## config.mk

```make
export PLATFORM = sky130hd
export DESIGN_NAME = dram_seq_ctrl
export DESIGN_NICKNAME = d
export VERILOG_FILES = /design/src/rtl/dram_seq_ctrl.sv
export SDC_FILE = /design/constraint.sdc
export NUM_CORES = 1
export LEC_CHECK = 0
export BUFFER_PORTS_ARGS = -buffer_cell sky130_fd_sc_hd__clkbuf_2
export CAP_MARGIN = 5
export CELL_PAD_IN_SITES_DETAIL_PLACEMENT = 0
export CELL_PAD_IN_SITES_GLOBAL_PLACEMENT = 2
export CORE_UTILIZATION = 29
export DETAILED_ROUTE_END_ITERATION = 8
export PLACE_DENSITY_LB_ADDON = 0.3
export SLEW_MARGIN = 20
export SYNTH_ARGS = -nofsm -noshare
export SYNTH_HDL_FRONTEND = slang
export SYNTH_SLANG_ARGS = --single-unit
```

## constraint.sdc

```tcl
create_clock -name clk -period 3 [get_ports clk]
set_clock_uncertainty 0.1 [all_clocks]
set_input_delay 0.15 -clock clk [delete_from_list [all_inputs] [get_ports clk]]
set_output_delay 0.15 -clock clk [all_outputs]
set_load 0.005 [all_outputs]
```

## src/rtl/dram_seq_ctrl.sv

```systemverilog
module dram_seq_ctrl #(
  parameter int ROW_W        = 10,
  parameter int COL_W        = 10,
  parameter int DW           = 64,
  parameter int ROWS         = 1 << ROW_W,
  parameter int REF_INTERVAL = 390,
  parameter int T_RCD        = 2,
  parameter int T_CAS        = 2,
  parameter int T_CL         = 3,
  parameter int T_CSR        = 1,
  parameter int T_RAS        = 3,
  parameter int T_PRE        = 2,
  localparam int AW = (ROW_W > COL_W) ? ROW_W : COL_W
) (
  input  logic                   clk,
  input  logic                   rst_n,
  input  logic                   req_valid,
  output logic                   req_ready,
  input  logic                   req_write,
  input  logic [ROW_W+COL_W-1:0] req_addr,
  input  logic [DW-1:0]          req_wdata,
  output logic                   rsp_valid,
  output logic [DW-1:0]          rsp_rdata,
  input  logic                   refresh_mode,
  output logic [AW-1:0]          mem_addr,
  output logic                   mem_ras_n,
  output logic                   mem_cas_n,
  output logic                   mem_we_n,
  output logic [DW-1:0]          mem_dq_out,
  output logic                   mem_dq_oe,
  input  logic [DW-1:0]          mem_dq_in
);
  localparam int CNT_W = 8;
  localparam int RC_W  = $clog2(REF_INTERVAL) + 1;

  typedef enum logic [2:0] {S_IDLE, S_ACT, S_COL, S_PRE, S_CBR_CAS, S_CBR_RAS, S_ROR} st_t;

  st_t              st;
  logic [CNT_W-1:0] cnt;
  logic [RC_W-1:0]  ref_cnt;
  logic             ref_pend;
  logic [ROW_W-1:0] ref_row, row_q;
  logic [COL_W-1:0] col_q;
  logic             wr_q;
  logic [DW-1:0]    wdata_q;

  wire ref_tick  = ref_cnt == RC_W'(REF_INTERVAL - 1);
  wire ref_start = st == S_IDLE && ref_pend;
  wire col_last  = cnt == (wr_q ? CNT_W'(T_CAS - 1) : CNT_W'(T_CL - 1));

  assign req_ready  = st == S_IDLE && !ref_pend;
  assign mem_ras_n  = !(st == S_ACT || st == S_COL || st == S_CBR_RAS || st == S_ROR);
  assign mem_cas_n  = !(st == S_COL || st == S_CBR_CAS || st == S_CBR_RAS);
  assign mem_dq_oe  = st == S_COL && wr_q;
  assign mem_we_n   = !mem_dq_oe;
  assign mem_dq_out = wdata_q;

  always_comb begin
    case (st)
      S_ACT:   mem_addr = AW'(row_q);
      S_COL:   mem_addr = AW'(col_q);
      S_ROR:   mem_addr = AW'(ref_row);
      default: mem_addr = '0;
    endcase
  end

  always_ff @(posedge clk) begin
    if (!rst_n) begin
      ref_cnt  <= '0;
      ref_pend <= 1'b0;
    end else begin
      ref_cnt <= ref_tick ? '0 : ref_cnt + 1'b1;
      if (ref_start) ref_pend <= 1'b0;
      if (ref_tick)  ref_pend <= 1'b1;
    end
  end

  always_ff @(posedge clk) begin
    if (!rst_n) begin
      st        <= S_IDLE;
      cnt       <= '0;
      ref_row   <= '0;
      row_q     <= '0;
      col_q     <= '0;
      wr_q      <= 1'b0;
      wdata_q   <= '0;
      rsp_valid <= 1'b0;
      rsp_rdata <= '0;
    end else begin
      rsp_valid <= 1'b0;
      cnt       <= cnt + 1'b1;
      case (st)
        S_IDLE: begin
          cnt <= '0;
          if (ref_pend) begin
            st <= refresh_mode ? S_ROR : S_CBR_CAS;
          end else if (req_valid) begin
            st      <= S_ACT;
            wr_q    <= req_write;
            row_q   <= req_addr[ROW_W+COL_W-1:COL_W];
            col_q   <= req_addr[COL_W-1:0];
            wdata_q <= req_wdata;
          end
        end
        S_ACT: if (cnt == CNT_W'(T_RCD - 1)) begin
          st  <= S_COL;
          cnt <= '0;
        end
        S_COL: if (col_last) begin
          st  <= S_PRE;
          cnt <= '0;
          if (!wr_q) begin
            rsp_valid <= 1'b1;
            rsp_rdata <= mem_dq_in;
          end
        end
        S_CBR_CAS: if (cnt == CNT_W'(T_CSR - 1)) begin
          st  <= S_CBR_RAS;
          cnt <= '0;
        end
        S_CBR_RAS: if (cnt == CNT_W'(T_RAS - 1)) begin
          st  <= S_PRE;
          cnt <= '0;
        end
        S_ROR: if (cnt == CNT_W'(T_RAS - 1)) begin
          st      <= S_PRE;
          cnt     <= '0;
          ref_row <= (ref_row == ROW_W'(ROWS - 1)) ? '0 : ref_row + 1'b1;
        end
        S_PRE: if (cnt == CNT_W'(T_PRE - 1)) begin
          st  <= S_IDLE;
          cnt <= '0;
        end
        default: st <= S_IDLE;
      endcase
    end
  end
endmodule

```

* After elaboration in Yosys (flattened, before gate mapping)
Index checks and enable logic that the tools add are counted.
** Storage, ports and cells
- Register bits :: 182
- Input port bits :: 153
- Output and inout bits :: 144
- Logic and storage cells :: 77
** Operators by class
- $add $sub $neg :: 3
- Equal/unequal tests :: 17
- Mux-type cells :: 20
- Bitwise gates (word level) :: 3
- Reductions and logical operators :: 23
** Operators by type and width (count)
- $pmux W8 S5 :: 1
- $mux W8 :: 4
- $pmux W10 S3 :: 1
- $mux W3 :: 7
- $add A10 B1 Y10 const B :: 2
- $pmux W3 S6 :: 1
- $eq A10 B10 Y1 const B :: 1
- $eq A10 B9 Y1 const B :: 1
- $mux W10 :: 1
- $eq A3 B3 Y1 const B :: 3
- $reduce_and A3 Y1 :: 3
- $add A8 B1 Y8 const B :: 1
- $eq A8 B1 Y1 const B :: 1
- $eq A8 B2 Y1 :: 1
- $eq A8 B2 Y1 const B :: 1
- $logic_not A8 Y1 :: 1
- $eq A3 B2 Y1 const B :: 2
- $ne A2 B1 Y1 const B :: 3
- $reduce_and A6 Y1 :: 1
- $reduce_or A2 Y1 :: 3
- $logic_or A1 B1 Y1 :: 5
- $logic_not A1 Y1 :: 4
- $mux W2 :: 2
- $ne A2 B2 Y1 const B :: 2
- other kinds (8) :: 14

* Logic depth before layout (Yosys ltp)
Gate-level depths: netlist of the first run.
- Word-level depth :: 5
- Gate-level depth with buffers :: 9
- Depth with buffers taken out :: 7

* Worst setup path before layout of the first run
No wires, ideal clock.
- Kind :: reg-to-reg
- Start :: register st[1]
- End :: register col_q[0]
- Library setup time :: 76 ps
- Arrival :: 1775 ps
- Required time :: 2824 ps
- Path slack :: 1050 ps
- Stages on the path, launching flop included :: 10
- Path buffers :: 2
- Period minus slack after synthesis :: 1950 ps
- Cells stage by stage :: dfxtp_1 > inv_1 > ha_1 > nand2b_1 > nor2_1 > nand2_1 > clkbuf_1 > clkbuf_1 > nand2_1 > a21boi_0
** Between the ends
- Cells in the longest elaborated chain, start to end :: 2
** RTL lines
- from (decl) :: RTL line 38 : st_t st;
- from (signal assigned) :: RTL line 96 : st <= refresh_mode ? S_ROR : S_CBR_CAS;
- $logic_not A3 Y1 :: RTL line 92 : case (st)
- $reduce_and A3 Y1 (no source line)
- to (signal assigned) :: RTL line 101 : col_q <= req_addr[COL_W-1:0];
- to (decl) :: RTL line 43 : logic [COL_W-1:0] col_q;
No other way between the ends.
A chain may end at the register's enable or synchronous reset.

* Worst setup path after layout of the first run
- Start :: register st[1]
- End :: output port mem_addr[3]
** Between the ends
- Cells in the longest elaborated chain, start to end :: 2
- Elaborated cells between the ends (all ways) :: 4
- Classes of those cells :: eq/ne (3); mux (1)
** RTL lines
- $eq A3 B3 Y1, or another cell as far along :: RTL line 59 : case (st)
- $pmux W10 S3 (*) :: RTL line 59
- to (decl) :: RTL line 25 : output logic [AW-1:0] mem_addr,
Mark *: on every way between the ends. The rest lies on a longest branch, timed or not.

==> impl_results.md, run 1 <==
- Status: finished clean
- Final GP Congestion: 0.740
- Synth Register Bits: 182
- Largest net degree at the start of global routing: 70
- Post-layout minimum cycle time: 2550 ps
- # diodes: 0
- Synth Warn #: 0
- Top-Level Pins: 297
- RSZ-0062 raised after global routing: no
- Comb power frac: 23.4%
- DRT Pass-1 Iters: 5
- Worst Path Required: about 2800 ps
- I/O Buffers: 296
- Synth cell types: 47
- Sequential share of the synthesized area: 49.1%
- Max-slew violation count: 0
- Die Span Y: 162 µm
- Post-route cell area: 11300 µm²
- Max Freq: approximately 0.4 GHz
- Synth top area share: between 40% and 50%
- WL/cell: 13.2 µm
- LEAKAGE: around 4.8 nW
- Max-cap viol count: 0
- Post-CTS setup buffers: 0
- Hold path cells: 2
- Tot GR Track Use: 16.4%
- Core area: 25100 µm²
- Crit-path cells: ha_1 -> buf_4 -> nor2b_1 -> nor2_1 -> o31ai_1 -> clkbuf_2
- Placed wire-length estimate: ~15 mm
- Relative slew slack: 52.6%
- Clock Latency Late Sink: 420 ps
- Hold WS: between 150 and 200 ps
- # H-tree levels: 4
- Worst Hold Class: in2reg
- Setup crit end kind: primary output
- Antenna Nets Post-Route: 0
- Yosys top cell by area: dfxtp_1
- Via count: 7226
- Top_reg_cell synth: dfxtp_1
- Post-Route WL: 21.8 mm
- Setup crit start kind: flip-flop
- Row count: between 50 and 60
- Root Driver: clkbuf_16
- Placement Cell Area: 9210 µm²
- CP Class: reg2out
- Setup TNS: 0 ps
- Most frequent cells in the layout: 318 x nand2_1, 295 x clkbuf_2, 182 x dfxtp_1, 150 x dlygate4sd3_1, 101 x a21boi_0
- Die W: 162 µm
- Post_cts resized: 0
- WP data arrival: about 2300 ps
- CTS Buf Count: 17
- Syn Area/Cell: 8.33 µm²
- Post-Syn Area: 7420 µm²
- Final #Nets: 1476
- Crit Path Max Fanout: 13
- Clk slew on worst S/H paths: around 80 ps
- Initial antenna violation count: 0
- Fin. Hold Viols: 0
- Worst-margin pin slew: 711 ps
- Final setup vio count: 0
- DRT iter0 DRCs: 383
- Max stage delay on crit path: around 470 ps
- Worst-case clock buffer depth: 2
- Internal power: 4.43 mW
- Post-synth ARST share: 0%
- Final worst slack: 454 ps
- Number of synthesized flops with an enable pin: 0
- Mapped Nets: 1056
- R2R cell count: 7
- Sequential power share: between 40 and 50%
- Post-Place Setup Slack: 577 ps
- Switching share of power: 32.2%
- Layout cells sized above 1: 26.3%
- Mapped Cells: 891
- CTS tree: yes
- Number of global-route vias before repair: 7030
- Power per cell area: 578 nW/µm²
- Top area cells in the synthesized netlist: dfxtp_1 49%, nand2_1 16%, a21boi_0 10%
- CP max-delay cell: ha_1
- Peak supply drop: 352 µV
- Starting density of the core: around 30%
- PnR Total Power: 6.53 mW
- First-pass GRT wire length: 35.0 mm
- Area Growth Syn to Fin: 52.2%
- Total grt overflow: 0
- Die ar.: 26200 µm²
- Via density: 4.37
- Clock power share: 34.1%
- Most common cell after layout, fill and taps aside: nand2_1
- Hold Buf Count CTS: 150
- Fin crit share: 84.9%
- Clk sink count: approximately 180
- P_sw: 2.11 mW
- DRC Markers: 0
[logic make-up after synthesis]
family,Yosys count,synth area share (%)
xor gates and xnor gates,21,2.48
buffers and inverters,67,3.74
and+or+nand+nor,417,23.3
DFF,182,49.1
AOI/OAI and AO/OA,188,18.8
muxes,4,0.539
adders and majority gates,12,2.02
[path summary, 6_finish.rpt]
path              slack (ps)        endpoint           from
setup / recovery         450     mem_addr[3]          st[1]
hold / removal           160  mem_dq_out[26]          rst_n
setup reg to reg         600      ref_row[9]          st[1]
hold reg to reg          350   rsp_rdata[41]  rsp_rdata[41]
[routing by layer]
metal	global-route usage, %	vias up	wire length [µm]	part of all wire (%)
li1	-	3758	-	-
met1	20.9	3233	10200	47
met2	27.2	217	9870	45
met3	4.55	18	1440	6.6
met4	4.29	0	278	1.3
met5	0	-	0	0
[power groups by stage]
| stage | clock, mW | sequential [mW] | combinational (mW) |
|---|---|---|---|
| floorplan | 0 | 2.83 | 0.799 |
| global placement | 0 | 2.83 | 1.39 |
| detailed placement | 0 | 2.84 | 1.39 |
| CTS | 2.32 | 2.78 | 1.55 |
| global route | 2.41 | 2.81 | 1.72 |
| finish | 2.23 | 2.78 | 1.53 |
[layout make-up]
cell class,instances,area [µm²]
clock buffers,18,429
clock inverters,14,156
fillers,2656,13800
inverters,12,45.0
multi-input cells,642,3510
flip-flops and latches,182,3640
well taps,330,413
repair buffers,456,3100
[synth_stat cells (2+ instances only)]
library cell and n:
dfxtp_1 182, a211o_1 2, a21oi_1 4, nor2_1 48, o21ai_0 3, ha_1 12
nor4_2 2, clkbuf_1 39, xor2_1 7, and2_1 4, a21boi_1 49, buf_4 6
buf_2 3, nand2b_1 4, a31oi_1 8, o211ai_1 2, buf_1 7, a211oi_1 3
nand4_1 4, nand3_1 10, and4_1 3, and3_1 4, o31ai_1 2, a22oi_1 8
or3_1 2, mux2i_1 4, nand2_1 319, xnor2_1 14, a21boi_0 101, inv_1 11
nor2b_1 5, nor3_2 2, nor3_1 3
[metrics by stage]
stage | instances | utilization [%]
final | 1654 | 45.0
after global routing | 1654 | 45.0
after global placement | 1472 | 36.7
after detailed placement | 1472 | 36.7
after CTS | 1654 | 45.0
after floorplan | 891 | -
[worst max-delay path: cells and delay by family, from the launching register on]
family | cells | cell delay [ps]
simple gates | 2 | 240
compound gates | 1 | 300
flops | 1 | 430
buf+inv | 2 | 430
fa+ha+maj | 1 | 470
[registers in the layout, summed over array words and instances (netlist names)]
name and flops:
st 3, mem_dq_out 64, cnt 8, rsp_valid 1, ref_cnt 10, col_q 10
ref_row 10, row_q 10, wr_q 1, rsp_rdata 64, ref_pend 1
(Power assumes the default switching activity.)
==> inputs of run 2 (changes only) <==
--- a/config.mk
+++ b/config.mk
@@ -9,7 +9,7 @@
 export CAP_MARGIN = 5
 export CELL_PAD_IN_SITES_DETAIL_PLACEMENT = 0
 export CELL_PAD_IN_SITES_GLOBAL_PLACEMENT = 2
-export CORE_UTILIZATION = 29
+export CORE_UTILIZATION = 27
 export DETAILED_ROUTE_END_ITERATION = 8
 export PLACE_DENSITY_LB_ADDON = 0.3
 export SLEW_MARGIN = 20
==> constraint.sdc (replaced) <==
create_clock -name clk -period 2.5 [get_ports clk]
set_clock_uncertainty 0.1 [all_clocks]
set_input_delay 0.125 -clock clk [delete_from_list [all_inputs] [get_ports clk]]
set_output_delay 0.125 -clock clk [all_outputs]
set_load 0.005 [all_outputs]
==> impl_results.md, run 2 (synthesized netlist as in run 1, its figures left out) <==
- Status: finished clean
- Total grt overflow: 0 (unchanged)
- CTS tree: yes
- Clk slew on worst S/H paths: 70 ps (about the same)
- CP top delay family: compound AO/OA/AOI/OAI gates
- Die W: 168 µm (+3.6%)
- First-pass GRT wire length: 36.4 mm (+4.1%)
- Switching share of power: 31.9% (-0.31 points)
- Internal power: 5.34 mW (+21%)
- CP max-delay cell: a21oi_1
- Setup crit start kind: flip-flop
- Die ar.: 28200 µm² (+7.3%)
- P_sw: 2.50 mW (+19%)
- CTS Buf Count: 17 (unchanged)
- # H-tree levels: 4 (unchanged)
- Via density: 4.36 (-0.20%)
- Top-Level Pins: 297 (unchanged)
- Final #Nets: 1482 (+0.41%)
- Initial antenna violation count: 0 (unchanged)
- Post-CTS setup buffers: 0 (unchanged)
- Most common cell after layout, fill and taps aside: nand2_1
- Comb power frac: 24.2% (+0.8 points)
- Max Freq: 0.431 GHz
- Clock power share: 33.3% (-0.8 points)
- Antenna Nets Post-Route: 0 (unchanged)
- PnR Total Power: 7.84 mW (+20%)
- Relative slew slack: 57.7% (+5.1 points)
- Post-Place Setup Slack: 320 ps (-257 ps)
- Most frequent cells in the layout: 318 x nand2_1, 295 x clkbuf_2, 181 x dfxtp_1, 150 x dlygate4sd3_1, 101 x a21boi_0
- Max-slew violation count: 0 (unchanged)
- Crit-path cells: inv_1 -> ha_2 -> a21oi_1 -> a211oi_1 -> clkbuf_2
- Max stage delay on crit path: 560 ps (+90 ps)
- Number of global-route vias before repair: 7238 (+3.0%)
- Placed wire-length estimate: 15.1 mm (+4.2%)
- Hold WS: 103 ps (-52.3 ps)
- RSZ-0062 raised after global routing: no
- Layout cells sized above 1: 26.9% (+0.58 points)
- Largest net degree at the start of global routing: 86 (+23%)
- Crit Path Max Fanout: 15 (+2)
- Peak supply drop: 346 µV (-1.7%)
- Worst-margin pin slew: 635 ps (-76.1 ps)
- Layout filler cell count: 2804 (+5.6%)
- Worst-case clock buffer depth: 2 (unchanged)
- CP Class: reg2out
- Post-Route WL: 22.5 mm (+3.6%)
- Area Growth Syn to Fin: 53.9%
- Core area: 27000 µm² (+7.3%)
- Sequential power share: 42.5% (about the same)
- # diodes: 0 (unchanged)
- WL/cell: 13.5 µm (+2.6%)
- Root Driver: clkbuf_16
- Via count: 7281 (+0.76%)
- Tot GR Track Use: 15.9% (-0.47 points)
- Row count: 60 (+3.4%)
- Worst Path Required: 2280 ps (-470 ps)
- Fin crit share: 92.9%
- Post-layout minimum cycle time: 2320 ps
- Clock Latency Late Sink: 420 ps (about the same)
- Core Util, Final: 42.4% (-2.6 points)
- Clk sink count: 182 (unchanged)
- WP data arrival: 2100 ps (-200 ps)
- Die Span Y: 168 µm (+3.6%)
- Final worst slack: 177 ps (-277 ps)
- Worst Hold Class: in2reg
- Setup crit end kind: primary output
- LEAKAGE: 4.85 nW (+0.97%)
- Final setup vio count: 0 (unchanged)
- Max-cap viol count: 0 (unchanged)
- DRC Markers: 0 (unchanged)
- DRT iter0 DRCs: 290 (-24%)
- DRT Pass-1 Iters: 4 (-1)
- Starting density of the core: 27.5% (-2.0 points)
- Final GP Congestion: 0.726 (-1.9%)
- Power per cell area: 686 nW/µm² (+19%)
- Crit path buf inv count: 2 (unchanged)
- I/O Buffers: 296 (unchanged)
- Setup TNS: 0 ps (unchanged)
- Fin. Hold Viols: 0 (unchanged)
## run 2: changes by cell type in the layout (fill, tap and decap cells not counted)
cell	before	now
buf_12	3	9
buf_4	8	7
buf_6	0	1
clkbuf_1	1	0
clkinv_2	0	1
clkinv_4	1	4
clkinv_8	3	1
dfxtp_1	182	181
dfxtp_2	0	1
ha_1	12	10
ha_2	0	2
inv_6	4	2
## run 2: routing by layer
metal | up-vias | routed length [µm] | track usage (%)
met5 | - | 0 | 0
met4 | 0 | 221 | 3.83
met3 | 14 | 1500 | 4.54
met2 | 224 | 10500 | 26.9
met1 | 3275 | 10300 | 20.0
li1 | 3768 | - | -
## run 2: final timing paths
kind / cells after the start / start / slack, ps / endpoint
max: 5 / st[1] / 180 / mem_addr[1]
min: 2 / rst_n / 100 / mem_dq_out[11]
max reg2reg: 8 / st[1] / 380 / mem_dq_out[16]
min reg2reg: 2 / rsp_rdata[43] / 350 / rsp_rdata[43]
## run 2: power by group through the flow
| stage | Clock [mW] | Combinational [mW] | Sequential [mW] |
|---|---|---|---|
| after global routing | 2.85 | 2.14 | 3.38 |
| final | 2.61 | 1.90 | 3.33 |
| after CTS | 2.72 | 1.93 | 3.34 |
| after global placement | 0 | 1.74 | 3.39 |
| after floorplan | 0 | 0.959 | 3.39 |
| after detailed placement | 0 | 1.73 | 3.40 |
## run 2: cell type report
cell class                 instances  area, µm²  area share [%]
inverter                          12       45.0           0.394
clock buffer                      17        425            3.72
clock inverter                    14        138            1.21
tap                              341        427            3.74
sequential                       182       3640            31.9
multi-input combinational        642       3520            30.8
timing repair buffer             462       3220            28.2
## run 2: metrics by stage
stage	cells	cell area (µm²)
global placement	1489	9350
CTS	1670	11400
detailed placement	1489	9350
floorplan	891	7420
finish	1670	11400
global route	1670	11400
## run 2: what timing repair did
| action | 4_1_cts | 5_1_grt |
|---|---|---|
| gates resized for setup | 1 | 3 |
| setup endpoints to repair | 1 | 4 |
| gates cloned | 0 | 0 |
| pin swaps | 0 | 0 |
| hold buffers | 150 | 0 |
| endpoints found under the hold margin | 150 | 0 |
==> inputs of run 3 (changes only) <==
--- a/config.mk
+++ b/config.mk
@@ -11,7 +11,7 @@
 export CELL_PAD_IN_SITES_GLOBAL_PLACEMENT = 2
 export CORE_UTILIZATION = 27
 export DETAILED_ROUTE_END_ITERATION = 8
-export PLACE_DENSITY_LB_ADDON = 0.3
+export PLACE_DENSITY_LB_ADDON = 0.1
 export SLEW_MARGIN = 20
 export SYNTH_ARGS = -nofsm -noshare
 export SYNTH_HDL_FRONTEND = slang
==> impl_results.md, run 3 (synthesized netlist as in run 1, its figures left out) <==
- Status: finished clean
- Clk sink count: 182 (unchanged)
- # H-tree levels: 4 (unchanged)
- Final #Nets: 1476 (-0.40%)
- Worst-case clock buffer depth: 2 (unchanged)
- Area Growth Syn to Fin: 52.9%
- Root Driver: clkbuf_16
- Row count: 60 (unchanged)
- CTS Buf Count: 17 (unchanged)
- Clk slew on worst S/H paths: 70 ps (about the same)
- Placement Cell Area: 9250 µm² (-1.0%)
- LEAKAGE: 4.82 nW (-0.75%)
- Fin. Hold Viols: 0 (unchanged)
- Largest net degree at the start of global routing: 109 (+27%)
- First-pass GRT wire length: 37.9 mm (+3.9%)
- Worst Path Required: 2280 ps (about the same)
- Most common cell after layout, fill and taps aside: nand2_1
- Die ar.: 28200 µm² (unchanged)
- Total grt overflow: 0 (unchanged)
- Antenna Nets Post-Route: 0 (unchanged)
- Max Freq: 0.431 GHz (+0.16%)
- Fin crit share: 92.8% (-0.15 points)
- Placed wire-length estimate: 15.7 mm (+3.6%)
- Hold_sp: rst_n
- Layout filler cell count: 2865 (+2.2%)
- DRC Markers: 0 (unchanged)
- Number of global-route vias before repair: 7284 (+0.64%)
- DRT iter0 DRCs: 327 (+13%)
- Final GP Congestion: 0.729 (+0.40%)
- CP Class: reg2out
- CTS tree: yes
- Critical R2R Launch: st[1]
- Relative slew slack: 66.0% (+8.3 points)
- Core area: 27000 µm² (unchanged)
- Setup crit end kind: primary output
- Layout cells sized above 1: 26.5% (-0.35 points)
- RSZ-0062 raised after global routing: no
- I/O Buffers: 296 (unchanged)
- Die Span Y: 168 µm (unchanged)
- Worst setup startpoint: st[1]
- Post-Route WL: 23.8 mm (+5.6%)
- Worst Hold Class: in2reg
- Die W: 168 µm (unchanged)
- Setup TNS: 0 ps (unchanged)
- WP data arrival: 2090 ps (about the same)
- Worst-margin pin slew: 507 ps (-128 ps)
- Post-route cell area: 11300 µm² (-0.64%)
- Clock Latency Late Sink: 430 ps (about the same)
- Power per cell area: 698 nW/µm² (+1.7%)
- Tot GR Track Use: 16.9% (+0.95 points)
- Max-cap viol count: 0 (unchanged)
- WL/cell: 14.3 µm (+5.8%)
- Max-slew violation count: 0 (unchanged)
- Most frequent cells in the layout: 318 x nand2_1, 295 x clkbuf_2, 182 x dfxtp_1, 150 x dlygate4sd3_1, 101 x a21boi_0
- Via density: 4.41 (+1.2%)
- Top-Level Pins: 297 (unchanged)
- Peak supply drop: 321 µV (-7.4%)
- Via count: 7354 (+1.0%)
- Setup crit start kind: flip-flop
- Initial antenna violation count: 1 (+1)
- Starting density of the core: 27.5% (unchanged)
- Post-layout minimum cycle time: 2320 ps (-3.68 ps)
- Final setup vio count: 0 (unchanged)
- DRT Pass-1 Iters: 4 (unchanged)
- Crit Path Max Fanout: 18 (+3)
-- run 3: cell count changes in the layout (fill, tap and decap cells not counted), sizes merged --
| cell | before | now |
|---|---|---|
| inv | 19 | 20 |
| clkbuf | 312 | 313 |
| bufinv | 0 | 1 |
| buf | 17 | 11 |
| clkinv | 6 | 4 |
| diode | 0 | 1 |
-- run 3: through the flow --
stage                     cells  hold slack [ps]  total power [mW]  util [%]  worst slack (ps)
after floorplan             891              160              4.35         -               550
after detailed placement   1483              254              5.10      34.3               326
after global routing       1666             68.7              8.43      42.1              20.7
final                      1666             54.0              7.92      42.1               181
after global placement     1483              250              5.10      34.3               367
after CTS                  1665             52.2              8.09      42.1              51.8
-- run 3: where the power goes --
group	leakage [nW]	internal [mW]	switching (mW)
clock network	0.285	1.43	1.32
registers	1.48	3.17	0.161
logic	3.05	0.795	1.05
-- run 3: layout make-up --
type / count / area [µm²] / area share [%]
Clock buffer: 18 / 429 / 3.78
Tap cell: 341 / 427 / 3.76
Inverter: 12 / 45.0 / 0.397
Multi-Input combinational cell: 642 / 3520 / 31.0
Sequential cell: 182 / 3640 / 32.1
Antenna cell: 1 / 2.50 / 0.0221
Clock inverter: 14 / 155 / 1.37
Timing Repair Buffer: 456 / 3120 / 27.5
-- run 3: repair_timing --
item / in CTS / in global routing
setup endpoints to repair: 0 / 10
gates resized for setup: 0 / 3
buffers inserted: 0 / 0
hold buffers: 150 / 0
hold endpoints to repair: 150 / 0
-- run 3: final timing paths --
kind,endpoint,slack [ps],cells past startpoint
hold / removal,mem_dq_out[18],50,2
setup / recovery,mem_addr[3],180,6
setup reg to reg,mem_dq_out[14],370,8
hold reg to reg,rsp_rdata[41],350,2
-- run 3: routing by layer --
metal	vias up	track usage [%]	wire (µm)	share of wire, %
li1	3769	-	-	-
met1	3346	20.5	10900	46
met2	211	29.3	11200	47
met3	28	3.67	1170	4.9
met4	0	6.06	484	2.0
met5	-	0	0	0
-- run 3: worst max-delay path, cell delays in order (launching register included) --
cell and delay (ps):
dfxtp_1 450, ha_2 290, buf_4 240, nor2b_1 190, nor2_1 60, o31ai_1 270, clkbuf_2 180
